File: src/rtl/fbg_pkg.sv
package fbg_pkg;
  localparam int INT_W_DEF  = 16;
  localparam int FRAC_W_DEF = 6;
  localparam int SYNC_DEF   = 2;

  // Kind of reload done at a period boundary
  typedef enum logic {
    LOAD_KEEP  = 1'b0,   // same divisor: advance accumulator
    LOAD_FRESH = 1'b1    // start or divisor change: clear accumulator
  } load_kind_e;
endpackage

File: src/rtl/bfg_rst_sync.sv
module bfg_rst_sync #(
  parameter int STAGES = fbg_pkg::SYNC_DEF
) (
  input  logic clk,
  input  logic rst_in_n,
  output logic rst_out_n
);
  logic [STAGES-1:0] sync_q;
  logic [STAGES-1:0] sync_d;

  always_comb begin
    sync_d = {sync_q[STAGES-2:0], 1'b1};
  end

  always_ff @(posedge clk or negedge rst_in_n) begin
    if (!rst_in_n) sync_q <= '0;
    else           sync_q <= sync_d;
  end

  assign rst_out_n = sync_q[STAGES-1];
endmodule

File: src/rtl/bfg_divisor_latch.sv
module bfg_divisor_latch
  import fbg_pkg::*;
#(
  parameter int INT_W  = INT_W_DEF,
  parameter int FRAC_W = FRAC_W_DEF
) (
  input  logic              clk,
  input  logic              rst_n,
  input  logic              load,
  input  logic              idle,
  input  logic [INT_W-1:0]  live_whole,
  input  logic [FRAC_W-1:0] live_frac,
  output logic [INT_W-1:0]  act_whole,
  output logic [FRAC_W-1:0] act_frac,
  output load_kind_e        kind
);
  logic [INT_W-1:0]  whole_q, whole_d;
  logic [FRAC_W-1:0] frac_q, frac_d;
  logic              differs;

  always_comb begin
    differs = (live_whole != whole_q) || (live_frac != frac_q);
    kind    = (idle || differs) ? LOAD_FRESH : LOAD_KEEP;
    whole_d = whole_q;
    frac_d  = frac_q;
    if (load) begin
      whole_d = live_whole;
      frac_d  = live_frac;
    end
  end

  always_ff @(posedge clk or negedge rst_n) begin
    if (!rst_n) begin
      whole_q <= '0;
      frac_q  <= '0;
    end else begin
      whole_q <= whole_d;
      frac_q  <= frac_d;
    end
  end

  assign act_whole = whole_q;
  assign act_frac  = frac_q;
endmodule

File: src/rtl/bfg_frac_accum.sv
module bfg_frac_accum
  import fbg_pkg::*;
#(
  parameter int FRAC_W = FRAC_W_DEF
) (
  input  logic              clk,
  input  logic              rst_n,
  input  logic              load,
  input  load_kind_e        kind,
  input  logic [FRAC_W-1:0] step,
  output logic              stretch
);
  logic [FRAC_W-1:0] acc_q, acc_d;
  logic [FRAC_W:0]   sum;

  always_comb begin
    sum     = {1'b0, acc_q} + {1'b0, step};
    stretch = (kind == LOAD_KEEP) && sum[FRAC_W];
    acc_d   = acc_q;
    if (load) begin
      if (kind == LOAD_FRESH) acc_d = '0;
      else                    acc_d = sum[FRAC_W-1:0];
    end
  end

  always_ff @(posedge clk or negedge rst_n) begin
    if (!rst_n) acc_q <= '0;
    else        acc_q <= acc_d;
  end
endmodule

File: src/rtl/bfg_period_counter.sv
module bfg_period_counter #(
  parameter int INT_W = fbg_pkg::INT_W_DEF,
  localparam int CNT_W = INT_W + 1
) (
  input  logic             clk,
  input  logic             rst_n,
  input  logic             en,
  input  logic [INT_W-1:0] live_whole,
  input  logic             stretch,
  output logic             load,
  output logic             idle,
  output logic [CNT_W-1:0] remain,
  output logic             tick
);
  logic [CNT_W-1:0] cnt_q, cnt_d;
  logic             tick_q, tick_d;
  logic             last;

  always_comb begin
    idle   = (cnt_q == '0);
    last   = (cnt_q == CNT_W'(1));
    load   = en && (idle || last);
    tick_d = en && last;
    if (!en) begin
      cnt_d = '0;
    end else if (load) begin
      if (live_whole == '0) cnt_d = '0;
      else cnt_d = {1'b0, live_whole} + {{INT_W{1'b0}}, stretch};
    end else begin
      cnt_d = cnt_q - CNT_W'(1);
    end
  end

  always_ff @(posedge clk or negedge rst_n) begin
    if (!rst_n) begin
      cnt_q  <= '0;
      tick_q <= 1'b0;
    end else begin
      cnt_q  <= cnt_d;
      tick_q <= tick_d;
    end
  end

  assign remain = cnt_q;
  assign tick   = tick_q;
endmodule

File: src/rtl/frac_baud_gen.sv
module frac_baud_gen
  import fbg_pkg::*;
#(
  parameter int INT_W  = INT_W_DEF,
  parameter int FRAC_W = FRAC_W_DEF,
  parameter int SYNC_N = SYNC_DEF
) (
  input  logic              clk_uart,
  input  logic              rst_uart_n,
  input  logic              gen_en,
  input  logic [INT_W-1:0]  div_whole,
  input  logic [FRAC_W-1:0] div_frac,
  output logic              os_tick
);
  localparam int CNT_W = INT_W + 1;

  logic              rst_sync_n;
  logic              load, idle, stretch;
  logic [CNT_W-1:0]  remain;
  logic [INT_W-1:0]  act_whole;
  logic [FRAC_W-1:0] act_frac;
  load_kind_e        kind;

  bfg_rst_sync #(.STAGES(SYNC_N)) u_rst (
    .clk(clk_uart), .rst_in_n(rst_uart_n), .rst_out_n(rst_sync_n)
  );

  bfg_divisor_latch #(.INT_W(INT_W), .FRAC_W(FRAC_W)) u_div (
    .clk(clk_uart), .rst_n(rst_sync_n), .load(load), .idle(idle),
    .live_whole(div_whole), .live_frac(div_frac),
    .act_whole(act_whole), .act_frac(act_frac), .kind(kind)
  );

  bfg_frac_accum #(.FRAC_W(FRAC_W)) u_acc (
    .clk(clk_uart), .rst_n(rst_sync_n), .load(load), .kind(kind),
    .step(act_frac), .stretch(stretch)
  );

  bfg_period_counter #(.INT_W(INT_W)) u_cnt (
    .clk(clk_uart), .rst_n(rst_sync_n), .en(gen_en),
    .live_whole(div_whole), .stretch(stretch), .load(load),
    .idle(idle), .remain(remain), .tick(os_tick)
  );
endmodule

File: config.mk
export PLATFORM = sky130hd
export DESIGN_NAME = frac_baud_gen
export DESIGN_NICKNAME = d
export VERILOG_FILES = /design/src/rtl/fbg_pkg.sv /design/src/rtl/bfg_rst_sync.sv /design/src/rtl/bfg_divisor_latch.sv /design/src/rtl/bfg_frac_accum.sv /design/src/rtl/bfg_period_counter.sv /design/src/rtl/frac_baud_gen.sv
export SDC_FILE = /design/constraint.sdc
export NUM_CORES = 1
export LEC_CHECK = 0
export ABC_AREA = 1
export BUFFER_PORTS_ARGS = -buffer_cell sky130_fd_sc_hd__buf_2
export CAP_MARGIN = 20
export CORE_MARGIN = 2
export CORE_UTILIZATION = 59
export CTS_CLUSTER_DIAMETER = 120
export DETAILED_ROUTE_END_ITERATION = 10
export PLACE_DENSITY = 0.84
export SYNTH_ARGS = -nofsm -noshare
export SYNTH_HDL_FRONTEND = slang
export SYNTH_SLANG_ARGS = --single-unit
File: constraint.sdc
create_clock -name clk_uart -period 1.9 [get_ports clk_uart]
set_clock_uncertainty 0.05 [all_clocks]
set_input_delay 0 -clock clk_uart [delete_from_list [all_inputs] [get_ports clk_uart]]
set_output_delay 0 -clock clk_uart [all_outputs]
set_load 0.01 [all_outputs]
# Word-level counts from Yosys, hierarchy flattened
# Index checks and enable logic that the tools add are counted.
[word_totals]
register_bits = 48
out_inout_bits = 1
wordCells = 26
[classes]
add_sub_neg = 3
n_eq_ne = 3
muxes = 5
n_bitwise = 1
n_reduce_logical = 8
[ops]
columns = ["op", "count"]
rows = [
  ["$mux 17", 3],
  ["$add 16x1->17", 1],
  ["$eq 17x1->1 const B", 1],
  ["$logic_not 17->1", 1],
  ["$sub 17x1->17 const B", 1],
  ["$logic_not 16->1", 1],
  ["$ne 16x16->1", 1],
  ["$add 6x6->7", 1],
  ["$mux 6", 1],
  ["$ne 6x6->1", 1],
  ["$logic_and 1x1->1", 3],
  ["$logic_or 1x1->1", 3],
  ["$mux 1", 1],
  ["$not 1->1", 1],
]

# Logic depth before layout (Yosys ltp)
# Gate-level depths: netlist (run 1).
[logic_depth]
word_depth = 10
ltp_mapped = 21
mapped_depth_nobuf = 21

# By module
# From an unflattened synthesis (run 1), not the netlist that was laid out.
[unflattened]
hier_cells = 540
area_unflattened_um2 = 3503.4
[by_module_without_submodules]
columns = ["mod", "n_inst", "cells_each", "area_per_inst_um2"]
rows = [
  ["bfg_period_counter", 1, 284, 1741.7],
  ["bfg_divisor_latch", 1, 192, 1238.7],
  ["bfg_frac_accum", 1, 61, 469.2],
  ["bfg_rst_sync", 1, 3, 53.8],
]

# Worst setup path before layout (run 1)
# No wires, ideal clock.
[synth_path]
path_type = "register to register"
startpoint = "reg u_div.frac_q[0] (netlist: u_div.act_frac[0])"
endpoint = "reg u_cnt.cnt_q[12] (netlist: u_cnt.remain[12])"
setup_ns = 0.072
arrival_time_ns = 2.532
path_slack_ns = -0.754
path_stages_with_launch = 21
synth_period_minus_slack_ns = 2.654
path_cell_list = "dfrtp_1 > ha_1 > inv_1 > fa_1 > inv_1 > nand3_1 > nand2_1 > a21o_1 > a21oi_1 > nor2_1 > ha_1 > ha_1 > nand2_1 > inv_1 > nand2_1 > nor2_2 > nand2_1 > nand2_1 > inv_1 > o21a_1 > nor2_1"
[synth_between]
elab_chain_len = 10
[synth_lines]
columns = ["item", "line_no", "text"]
rows = [
  ["start: declaration", "bfg_divisor_latch.sv:18", "logic [FRAC_W-1:0] frac_q, frac_d;"],
  ["start signal: assignment", "bfg_divisor_latch.sv:38", "frac_q <= frac_d;"],
  ["parallel branches: the longest is 5 deep, another holds $add 6x6->7", "n/a", ""],
  ["$logic_and 1x1->1 (*)", "bfg_frac_accum.sv:18", "stretch = (kind == LOAD_KEEP) && sum[FRAC_W];"],
  ["$add 16x1->17 (*)", "bfg_period_counter.sv:28", "else cnt_d = {1'b0, live_whole} + {{INT_W{1'b0}}, stretch};"],
  ["$mux 17 (*)", "bfg_period_counter.sv:27", "if (live_whole == '0) cnt_d = '0;"],
  ["$mux 17 (*)", "bfg_period_counter.sv:26", "end else if (load) begin"],
  ["$mux 17 (*)", "bfg_period_counter.sv:24", "if (!en) begin"],
  ["via u_cnt.cnt_d[12]", "bfg_period_counter.sv:15", "logic [CNT_W-1:0] cnt_q, cnt_d;"],
  ["end signal: assignment", "bfg_period_counter.sv:39", "cnt_q <= cnt_d;"],
  ["end: declaration", "bfg_period_counter.sv:15", ""],
]
# Mark *: on every way through the listed nets, which the timed path passes.
# A chain may end at the register's enable or synchronous reset.

# Worst setup path in the final report (run 1)
# Ends and elaborated chain as after synthesis.

==> results of run 1 <==
[tightest hold or removal path, stage by stage]
cell     delay (ns)
buf_2          0.11
buf_4          0.15
nand2_1        0.06
o21ai_0        0.06
[worst paths after layout]
kind                              startpoint             endpoint  slack, ns  depth (start not counted)
max                        u_div.act_frac[0]     u_cnt.remain[12]      -0.99                         20
min                             div_whole[1]   u_div.act_whole[1]       0.04                          4
max reg2reg                u_div.act_frac[0]     u_cnt.remain[12]      -0.99                         20
min reg2reg                  u_rst.sync_q[1]  u_div.act_whole[11]       0.15                          0
max in group asynchronous    u_rst.sync_q[1]     u_cnt.remain[14]       0.99                          1
min in group asynchronous    u_rst.sync_q[1]  u_div.act_whole[11]       0.15                          0
[stage by stage]
step	TNS, ns	setup slack, ns	std cells	cell area [um^2]
floorplan	-7.136	-0.6165	488	3417
global placement	-9.084	-0.6906	651	4149
detailed placement	-10.71	-0.8082	651	4149
CTS	-11.42	-0.8205	680	4496
global route	-15.90	-1.086	689	4696
finish	-13.87	-0.9856	689	4696
[flip-flops by register name, summed over array words and instances (netlist names)]
signal	flops
u_cnt.tick	1
u_acc.acc_q	6
u_div.act_frac	6
u_div.act_whole	16
u_cnt.remain	17
u_rst.sync_q	2
[kinds of logic (layout without fill, tap and decap cells)]
logic type | count (synthesis) | after routing | synth area share (%)
xor gates and xnor gates | 35 | 35 | 9.111
other | 1 | 1 | 0.1115
AOI/OAI and AO/OA | 44 | 44 | 6.954
DFF | 48 | 48 | 35.70
buffers and inverters | 72 | 201 | 9.185
adders and majority gates | 12 | 12 | 4.686
and+or+nand+nor | 276 | 276 | 34.25
[placed cells by master, fill, tap and decap left out, types with 2 or more instances in the layout]
master / instances
nand2_1: 141
buf_4: 82
nor2_1: 69
inv_1: 55
dfrtp_1: 47
buf_2: 25
o21ai_0: 21
xnor2_1: 19
dlygate4sd3_1: 17
nand4_1: 14
xor2_1: 14
nand2_2: 10
nand3_1: 10
a21oi_1: 10
a21oi_2: 7
nor2_2: 7
nor2_4: 7
ha_1: 7
inv_2: 5
nand3_2: 5
nand2_4: 5
clkbuf_8: 5
nor3_1: 4
ha_4: 4
buf_6: 4
inv_4: 3
o21a_1: 2
inv_6: 2
buf_12: 2
[per-layer routing]
layer / vias to the layer above / GRT usage [%] / share of wire [%]
met4: 0 / 16.38 / 6.5
met5: - / 0 / 0
li1: 1765 / - / -
met2: 316 / 61.76 / 49
met3: 98 / 5.769 / 9.3
met1: 1882 / 39.62 / 35
[final cells by class]
class | count | area share, %
clock inverters | 3 | 0.5596
clock buffers | 5 | 1.465
repair buffers | 130 | 21.21
well taps | 72 | 1.918
flip-flops and latches | 48 | 25.61
multi-input cells | 368 | 44.04
inverters | 63 | 5.196
[power groups by stage]
stage / combinational [W] / clock (W) / sequential, W
5_1_grt: 0.00336 / 0.000714 / 0.00169
2_1_floorplan: 0.00169 / 0 / 0.00163
6_report: 0.00308 / 0.000686 / 0.00167
4_1_cts: 0.00278 / 0.000659 / 0.00162
3_5_place_dp: 0.00270 / 0 / 0.00164
3_3_place_gp: 0.00259 / 0 / 0.00162
[repair_timing]
item | in CTS | in global routing
endpoints found under the setup margin | 17 | 40
gates resized for setup | 16 | 33
hold buffers | 17 | 0
endpoints found under the hold margin | 23 | 0
pin swaps | 26 | 21
buffers inserted | 4 | 9
==> results.toml, run 1 <==
[drt]
num_vias = 4061
totalWireLength_mm = 12.12
via_per_inst = 5.894
drtIter0Drc = 432
detail_route.first_pass.iterations = 6
drc = 0
wl_per_cell_um = 17.58
ant_nets = 0

[global_routing]
antenna_found_initial = 0
grt_max_degree = 25
grt_pass1_wl_mm = 16.86
first_global_vias = 3803
grt-ovfl-total = 0
grtUsageTotal_pct = 34.44

[critical_path]
startpoint_type = "flop"
slowest_delay_ns = 0.43
cp_max_fo = 3
path_common_cell = "ha_4"
path_class = "flop to flop"
cp_num_buf_inv = 4
cpLargestDelayFamily = "adder cells"
path_cells = "ha_4 > inv_2 > fa_2 > inv_2 > nand3_2 > nand2_2 > a21o_1 > a21oi_2 > nor2_2 > ha_4 > ha_4 > nand2_4 > inv_4 > nand2_4 > nor2_4 > nand2_2 > nand2_1 > inv_1 > o21a_1 > nor2_1"
cp.arrival_ns = 3.07
crit_required_ns = 2.09
slowest_stage = "dfrtp_1"
crit_path_end_kind = "flop"

[logic_synthesis]
syn_area_per_cell_um2 = 6.894
yosys-top-cells-area = "dfrtp_1 (36%), nand2_1 (17%), nor2_1 (8.4%)"
yosysTopAreaCell = "dfrtp_1"
synth_edf_count = 0
ys_seq_area_share_pct = 35.70
synth_warnings = 0
synth_area_mm2 = 0.003364
synth_cell_types = 30
syn_inst = 488
netlist.area_leader.share_pct = 35.70
syn_nets = 525
synthTopCellsByCount = "nand2_1 (153), nor2_1 (75), inv_1 (61)"
synth-seq-cells = 48
yosysMostFrequentCell = "nand2_1"
synthFlopType = "dfrtp_1"
ys_async_sr_fraction_pct = 100.0

[power]
ir_worst_vdd_v = 0.0007339
total_power_w = 0.005442
pwr-share-seq_pct = 30.7
powerDensity_mw_per_mm2 = 1159
internal_power_w = 0.003001
power_frac_comb_pct = 56.7
p_leak_nw = 2.512
switchingPower_w = 0.002440
sw_frac_of_total_pct = 44.84
p_clk_share_pct = 12.6

[clocking]
root_buffer = "clkbuf_8"
cts_buffers = 5
clk_pin_slew_ns = 0.11
clock_latency_ns = 0.33
cts.sinks = 48
clockBufferDepth = 2
htreeDepth = 2
cts_tree = "built"

[job]
cap_violations = 0

[placed_design]
hpwl_mm = 7.039
gp_congestion = 0.9453
io_buffer_count = 25

[timing]
period_share_pct = 151.9
timing.fmax_mhz = 346.6
drv_slew = 0
layout_setup_ws_ns = -0.9856
setup_viol = 18
hold_ws_ns = 0.04076
hold_viol_final = 0
rsz0062_at_grt = "true"
period_minus_slack_ns = 2.886

[layout]
finalNetCount = 653
regArea_mm2 = 0.001202
drive_gt1_share_pct = 29.34
n_antenna_cell = 0
num-fill-cells = 274
multi_input_area_mm2 = 0.002068
final_core_util_pct = 85.28
area_growth_pct = 39.57

[die]
coreArea_mm2 = 0.005507
die_y_um = 79.52
initial_core_util_pct = 61.10
die_area_mm2 = 0.006323
io-pin-count = 26
die_width_um = 79.52
rows = 27

[status]
violations = "negative setup slack"
outcome = "complete, but fails checks"

[min_path]
hold_path_class = "input port to flop"
No activity file was read; power rests on OpenSTA's default activity.
==> inputs of run 2 (changes only) <==
--- a/config.mk
+++ b/config.mk
@@ -8,7 +8,6 @@
 export ABC_AREA = 1
 export BUFFER_PORTS_ARGS = -buffer_cell sky130_fd_sc_hd__buf_2
 export CAP_MARGIN = 20
-export CORE_MARGIN = 2
 export CORE_UTILIZATION = 59
 export CTS_CLUSTER_DIAMETER = 120
 export DETAILED_ROUTE_END_ITERATION = 10
==> run 2 against run 1 <==
Against the previous run:
- the run still ends with negative setup slack left
- register-to-register slack better by 0.02 ns
- core utilization fell by 1.1 points
- die area down 5.0%
- design area is 1.3% lower
- largest cell class unchanged
- largest power group unchanged
- highest routed layer unchanged
==> results.toml, run 2 (synthesis gave the netlist of run 1 again) <==
[critical_path]
path_cells = "ha_2 > inv_2 > fa_2 > inv_2 > nand3_2 > nand2_2 > a21o_1 > a21oi_2 > nor2_4 > ha_4 > ha_4 > nand2_2 > inv_2 > nand2_4 > nor2_4 > buf_4 > xor2_1 > nand2_1 > nand2_1 > nor2_1"
r2r_cells = 20
cp.arrival_ns = 3.04
path_common_cell = "inv_2"
crit_required_ns = 2.07
cp_max_fo = 4
slowest_stage = "dfrtp_1"
slowest_delay_ns = 0.41
crit_path_end_kind = "flop"
path_class = "flop to flop"
startpoint_type = "flop"

[layout]
drive_gt1_share_pct = 27.55
n_antenna_cell = 0
regArea_mm2 = 0.001202
final_common_cell = "nand2_1"
fin_cells = 689
num-fill-cells = 274
finalNetCount = 653
final_cell_mix = "nand2_1 (146), buf_4 (83), nor2_1 (70)"
largest_reg_flops = 17
area_growth_pct = 37.75
multi_input_area_mm2 = 0.002024

[drt]
ant_nets = 0
wl_per_cell_um = 17.26
drtIter0Drc = 538
drc = 0
via_per_inst = 5.810
detail_route.first_pass.iterations = 5
totalWireLength_mm = 11.89
num_vias = 4003

[timing]
layout_setup_ws_ns = -0.9676
rsz0062_at_grt = "true"
worstMarginPinSlew_ns = 0.5985
period_minus_slack_ns = 2.868
setup_viol = 17
timing.slew.headroom_pct = 60.10
timing.fmax_mhz = 348.7
hold_viol_final = 0
drv_slew = 0
setup_tns_ns = -13.90
period_share_pct = 150.9

[placed_design]
io_buffer_count = 25
gp_congestion = 0.9202
place_inst = 650
hpwl_mm = 6.605

[clocking]
cts_buffers = 5
cts.sinks = 48
clockBufferDepth = 2
clk_pin_slew_ns = 0.10
htreeDepth = 2
clock_latency_ns = 0.32
root_buffer = "clkbuf_8"
cts_tree = "built"

[power]
ir_worst_vdd_v = 0.0007363
powerDensity_mw_per_mm2 = 1150
total_power_w = 0.005330
p_leak_nw = 2.502

[job]
cap_violations = 0

[die]
die_width_um = 77.52
io-pin-count = 26
die_area_mm2 = 0.006009
coreArea_mm2 = 0.005507
rows = 27
initial_core_util_pct = 61.10
die_y_um = 77.52

[min_path]
min_path_cells = 3
hold_path_class = "input port to flop"

[global_routing]
antenna_found_initial = 0
grt_max_degree = 47
grtUsageTotal_pct = 36.26
first_global_vias = 3687
grt-ovfl-total = 0
grt_pass1_wl_mm = 16.82

[status]
violations = "negative setup slack"
outcome = "complete, but fails checks"
==> run 2: cell types whose count changed in the layout (fill, tap and decap cells not counted), moves of 3 or more <==
cell	delta
inv_4	-3
nand3_1	+3
nand2_1	+5
nand3_2	-3
nand2_2	-3
==> run 2: metrics by stage <==
step	utilization [%]	hold WS (ns)	area (um^2)	worst slack [ns]
floorplan	-	-0.3456	3417	-0.6165
global placement	75.21	-0.2660	4141	-0.7073
detailed placement	75.21	-0.2625	4141	-0.8316
CTS	81.39	0.01754	4482	-0.7821
global route	84.16	0.04735	4634	-1.054
finish	84.16	0.03121	4634	-0.9676
==> run 2: worst max-delay path: cells and delay by family (launching register included) <==
family	cells	cell delay, ns
adder cells (fa/ha/maj)	4	0.86
AND/OR/NAND/NOR	9	0.73
AO/OA/AOI/OAI	2	0.24
XOR/XNOR	1	0.16
flip-flops	1	0.41
buffers and inverters	4	0.31
==> run 2: layout make-up <==
class                      count  area share, %
sequential                    48          25.94
clock inverter                 3         0.4050
clock buffer                   5          1.485
tap                           72          1.944
timing repair buffer         130          21.44
inverter                      63          5.103
multi-input combinational    368          43.68
==> run 2: worst paths after layout <==
kind | startpoint | to | slack, ns
max reg2reg | u_div.act_frac[0] | u_cnt.remain[10] | -0.97
min reg2reg | u_rst.sync_q[1] | u_div.act_whole[0] | 0.31
max | u_div.act_frac[0] | u_cnt.remain[10] | -0.97
min in group asynchronous | u_rst.sync_q[1] | u_div.act_whole[0] | 0.31
min | gen_en | u_cnt.remain[13] | 0.03
max in group asynchronous | u_rst.sync_q[1] | u_cnt.remain[5] | 1.07
==> run 2: routing by layer <==
layer	track usage (%)	routed length, um	vias to the layer above
li1	-	-	1764
met1	42.03	4378	1862
met2	63.89	5694	297
met3	6.000	1047	80
met4	19.06	770	0
met5	0	0	-
==> run 2: power breakdown <==
part	internal (W)	total [W]	switching [W]
Sequential	0.00138	0.00165	0.000274
Clock	0.000258	0.000650	0.000392
Combinational	0.00133	0.00303	0.00170
==> run 2: timing repair <==
action | in CTS | in global routing
hold buffers | 16 | 0
setup buffers | 5 | 10
gates cloned | 0 | 0
hold endpoints to repair | 16 | 0
resized for setup | 13 | 16
pin swaps | 21 | 20
setup endpoints to repair | 17 | 22
==> inputs of run 3 (changes only) <==
--- a/config.mk
+++ b/config.mk
@@ -11,7 +11,8 @@
 export CORE_UTILIZATION = 59
 export CTS_CLUSTER_DIAMETER = 120
 export DETAILED_ROUTE_END_ITERATION = 10
-export PLACE_DENSITY = 0.84
+export PLACE_DENSITY = 0.83
 export SYNTH_ARGS = -nofsm -noshare
 export SYNTH_HDL_FRONTEND = slang
+export SYNTH_HIERARCHICAL = 1
 export SYNTH_SLANG_ARGS = --single-unit
==> run 3 against run 2 <==
Against the previous run:
- the flow still finishes with violations (negative setup slack)
- synthesized cell count rose by 11%
- core utilization is 1.8 points higher
- final cell count grew 6.2%
- critical endpoint is now u_cnt/remain[11]
- sequential share of layout area down 0.99 points
- worst setup slack improved by 0.12 ns
- die area is 4.0% higher
- design area grew 4.0%
- global-route usage down 2.2 points
- sequential cell count unchanged
- highest routed layer unchanged
- via count up 5.0%
- combinational power is 7.3% higher
- fmax up 4.4%
==> results.toml, run 3 <==
[timing]
drv_slew = 0
layout_setup_ws_ns = -0.8463
setup_viol = 45
period_minus_slack_ns = 2.746
period_share_pct = 144.5
hold_ws_ns = 0.02152
timing.slew.headroom_pct = 64.66
worstMarginPinSlew_ns = 0.5301
rsz0062_at_grt = "true"
hold_viol_final = 0
timing.fmax_mhz = 364.1

[die]
io-pin-count = 26
coreArea_mm2 = 0.005608
initial_core_util_pct = 62.47
die_area_mm2 = 0.006250
die_y_um = 79.06
die_width_um = 79.06
rows = 27

[layout]
final_common_cell = "nand2_1"
area_growth_pct = 37.54
final_cell_mix = "nand2_1 (183), nor2_1 (76), buf_4 (71)"
largest_reg_flops = 17
drive_gt1_share_pct = 26.82
final_core_util_pct = 85.92
multi_input_area_mm2 = 0.002157
final_area_mm2 = 0.004818
finalNetCount = 695
n_antenna_cell = 0
num-fill-cells = 303
regArea_mm2 = 0.001202

[drt]
drc = 0
num_vias = 4202
ant_nets = 0
wl_per_cell_um = 16.20
totalWireLength_mm = 11.86
detail_route.first_pass.iterations = 6
via_per_inst = 5.740
drtIter0Drc = 427

[global_routing]
antenna_found_initial = 0
grtUsageTotal_pct = 34.02
grt-ovfl-total = 0
first_global_vias = 3767
grt_max_degree = 43
grt_pass1_wl_mm = 16.59

[placed_design]
hpwl_mm = 6.797
gp_congestion = 0.9400
dpl-instance-area_mm2 = 0.004240
io_buffer_count = 25
dp_slack_ns = -0.5465

[logic_synthesis]
synthTopCellsByCount = "nand2_1 (191), nor2_1 (86), inv_1 (76)"
synth_edf_count = 0
syn_area_per_cell_um2 = 6.488
syn_inst = 540
synth-seq-cells = 48
synth_cell_types = 35
syn_nets = 576
synth_area_mm2 = 0.003503
ys_seq_area_share_pct = 34.29
yosysMostFrequentCell = "nand2_1"
yosysTopAreaCell = "dfrtp_1"
netlist.area_leader.share_pct = 34.29
ys_async_sr_fraction_pct = 100.0
yosys-top-cells-area = "dfrtp_1 (34%), nand2_1 (20%), nor2_1 (9.2%)"
synthFlopType = "dfrtp_1"
synth_warnings = 6

[clocking]
cts_buffers = 5
htreeDepth = 2
cts_tree = "built"
clock_latency_ns = 0.30
clockBufferDepth = 2
cts.sinks = 48
root_buffer = "clkbuf_8"
clk_pin_slew_ns = 0.09

[critical_path]
cp.arrival_ns = 2.93
r2r_cells = 24
crit_required_ns = 2.09
path_cells = "inv_2 > ha_4 > nand2_4 > nor2_4 > nand3_4 > inv_2 > inv_2 > nand2_1 > nor2_1 > nand2_1 > nor2_1 > nand3_1 > a21oi_2 > ha_4 > nand2_2 > nor2_4 > nand2_4 > inv_2 > nand2_1 > nand2_1 > nand2_1 > nand2_1 > nand2_1 > nor2_1"
r2r_start = "u_cnt/remain[1]"
path_common_cell = "nand2_1"
cp_max_fo = 4
crit_path_end_kind = "flop"
slowest_delay_ns = 0.37
reg2reg_to = "u_cnt/remain[11]"
path_class = "flop to flop"
slowest_stage = "dfrtp_1"
startpoint_type = "flop"
r2r_slack_ns = -0.85

[min_path]
min_path_cells = 4
holdCritStartpoint = "div_whole[10]"
hold-path-endpoint = "u_div/act_whole[10]"
hold_path_class = "input port to flop"

[status]
violations = "negative setup slack"
outcome = "complete, but fails checks"

[power]
total_power_w = 0.005696
p_leak_nw = 2.637
ir_worst_vdd_v = 0.0008063
powerDensity_mw_per_mm2 = 1182

[job]
cap_violations = 0
## run 3: layout make-up
class	count	area share, %
Multi-Input combinational cell	406	44.77
Sequential cell	48	24.95
Timing Repair Buffer	120	19.66
Inverter	78	6.128
Clock buffer	7	1.999
Tap cell	72	1.870
Clock inverter	1	0.6232
## run 3: cell families (layout without fill, tap and decap cells)
kind of cell | count (synthesis) | in the layout | synth area share, %
xor gates and xnor gates | 16 | 16 | 4.000
adders and majority gates | 11 | 11 | 4.143
AOI/OAI and AO/OA | 42 | 42 | 6.393
and+or+nand+nor | 335 | 335 | 41.00
muxes | 1 | 1 | 0.3214
buffers and inverters | 86 | 206 | 9.750
DFF | 48 | 48 | 34.29
other | 1 | 1 | 0.1070
## run 3: worst max path at each step
stage / startpoint / endpoint / slack [ns] / cells after the start
final: u_cnt/remain[1] / u_cnt/remain[11] / -0.85 / 24
after global routing: u_cnt/remain[1] / u_cnt/remain[11] / -0.96 / 24
after CTS: u_cnt/remain[0] / u_cnt/remain[12] / -0.54 / 23
after detailed placement: u_cnt/remain[0] / u_cnt/remain[14] / -0.55 / 25
after global placement: u_cnt/remain[0] / u_cnt/remain[13] / -0.47 / 23
after floorplan: u_cnt/remain[0] / u_cnt/remain[14] / -0.43 / 25
## run 3: worst max-delay path, delay by kind of cell, from the launching register on
kind                       cells  cell delay [ns]
and+or+nand+nor               17             1.47
adders and majority gates      2             0.36
buffers and inverters          4             0.24
AOI/OAI and AO/OA              1             0.19
DFF                            1             0.37
## run 3: routing by layer
metal | global-route usage (%) | up-vias | wire [um]
met4 | 13.82 | 0 | 660
li1 | - | 1877 | -
met1 | 41.51 | 1937 | 4298
met3 | 4.138 | 75 | 1064
met2 | 60.52 | 313 | 5838
met5 | 0 | - | 0
## run 3: timing repair
action | CTS | global route
hold buffers | 16 | 0
resized for setup | 9 | 45
cloned | 0 | 2
pin swaps | 19 | 10
setup endpoints to repair | 18 | 45
hold endpoints to repair | 16 | 0
setup buffers | 6 | 8
## run 3: through the flow
| step | setup TNS [ns] | instances |
|---|---|---|
| floorplan | -5.328 | 540 |
| global placement | -6.465 | 692 |
| detailed placement | -7.415 | 692 |
| CTS | -7.515 | 722 |
| global route | -18.79 | 732 |
| finish | -14.71 | 732 |
## run 3: report_power, final
group          total, W  leakage [nW]  internal, W  switching, W
sequential      0.00163         0.610      0.00137      0.000263
combinational   0.00325          1.96      0.00142       0.00184
clock          0.000810        0.0645     0.000465      0.000345
total           0.00570          2.64      0.00325       0.00244
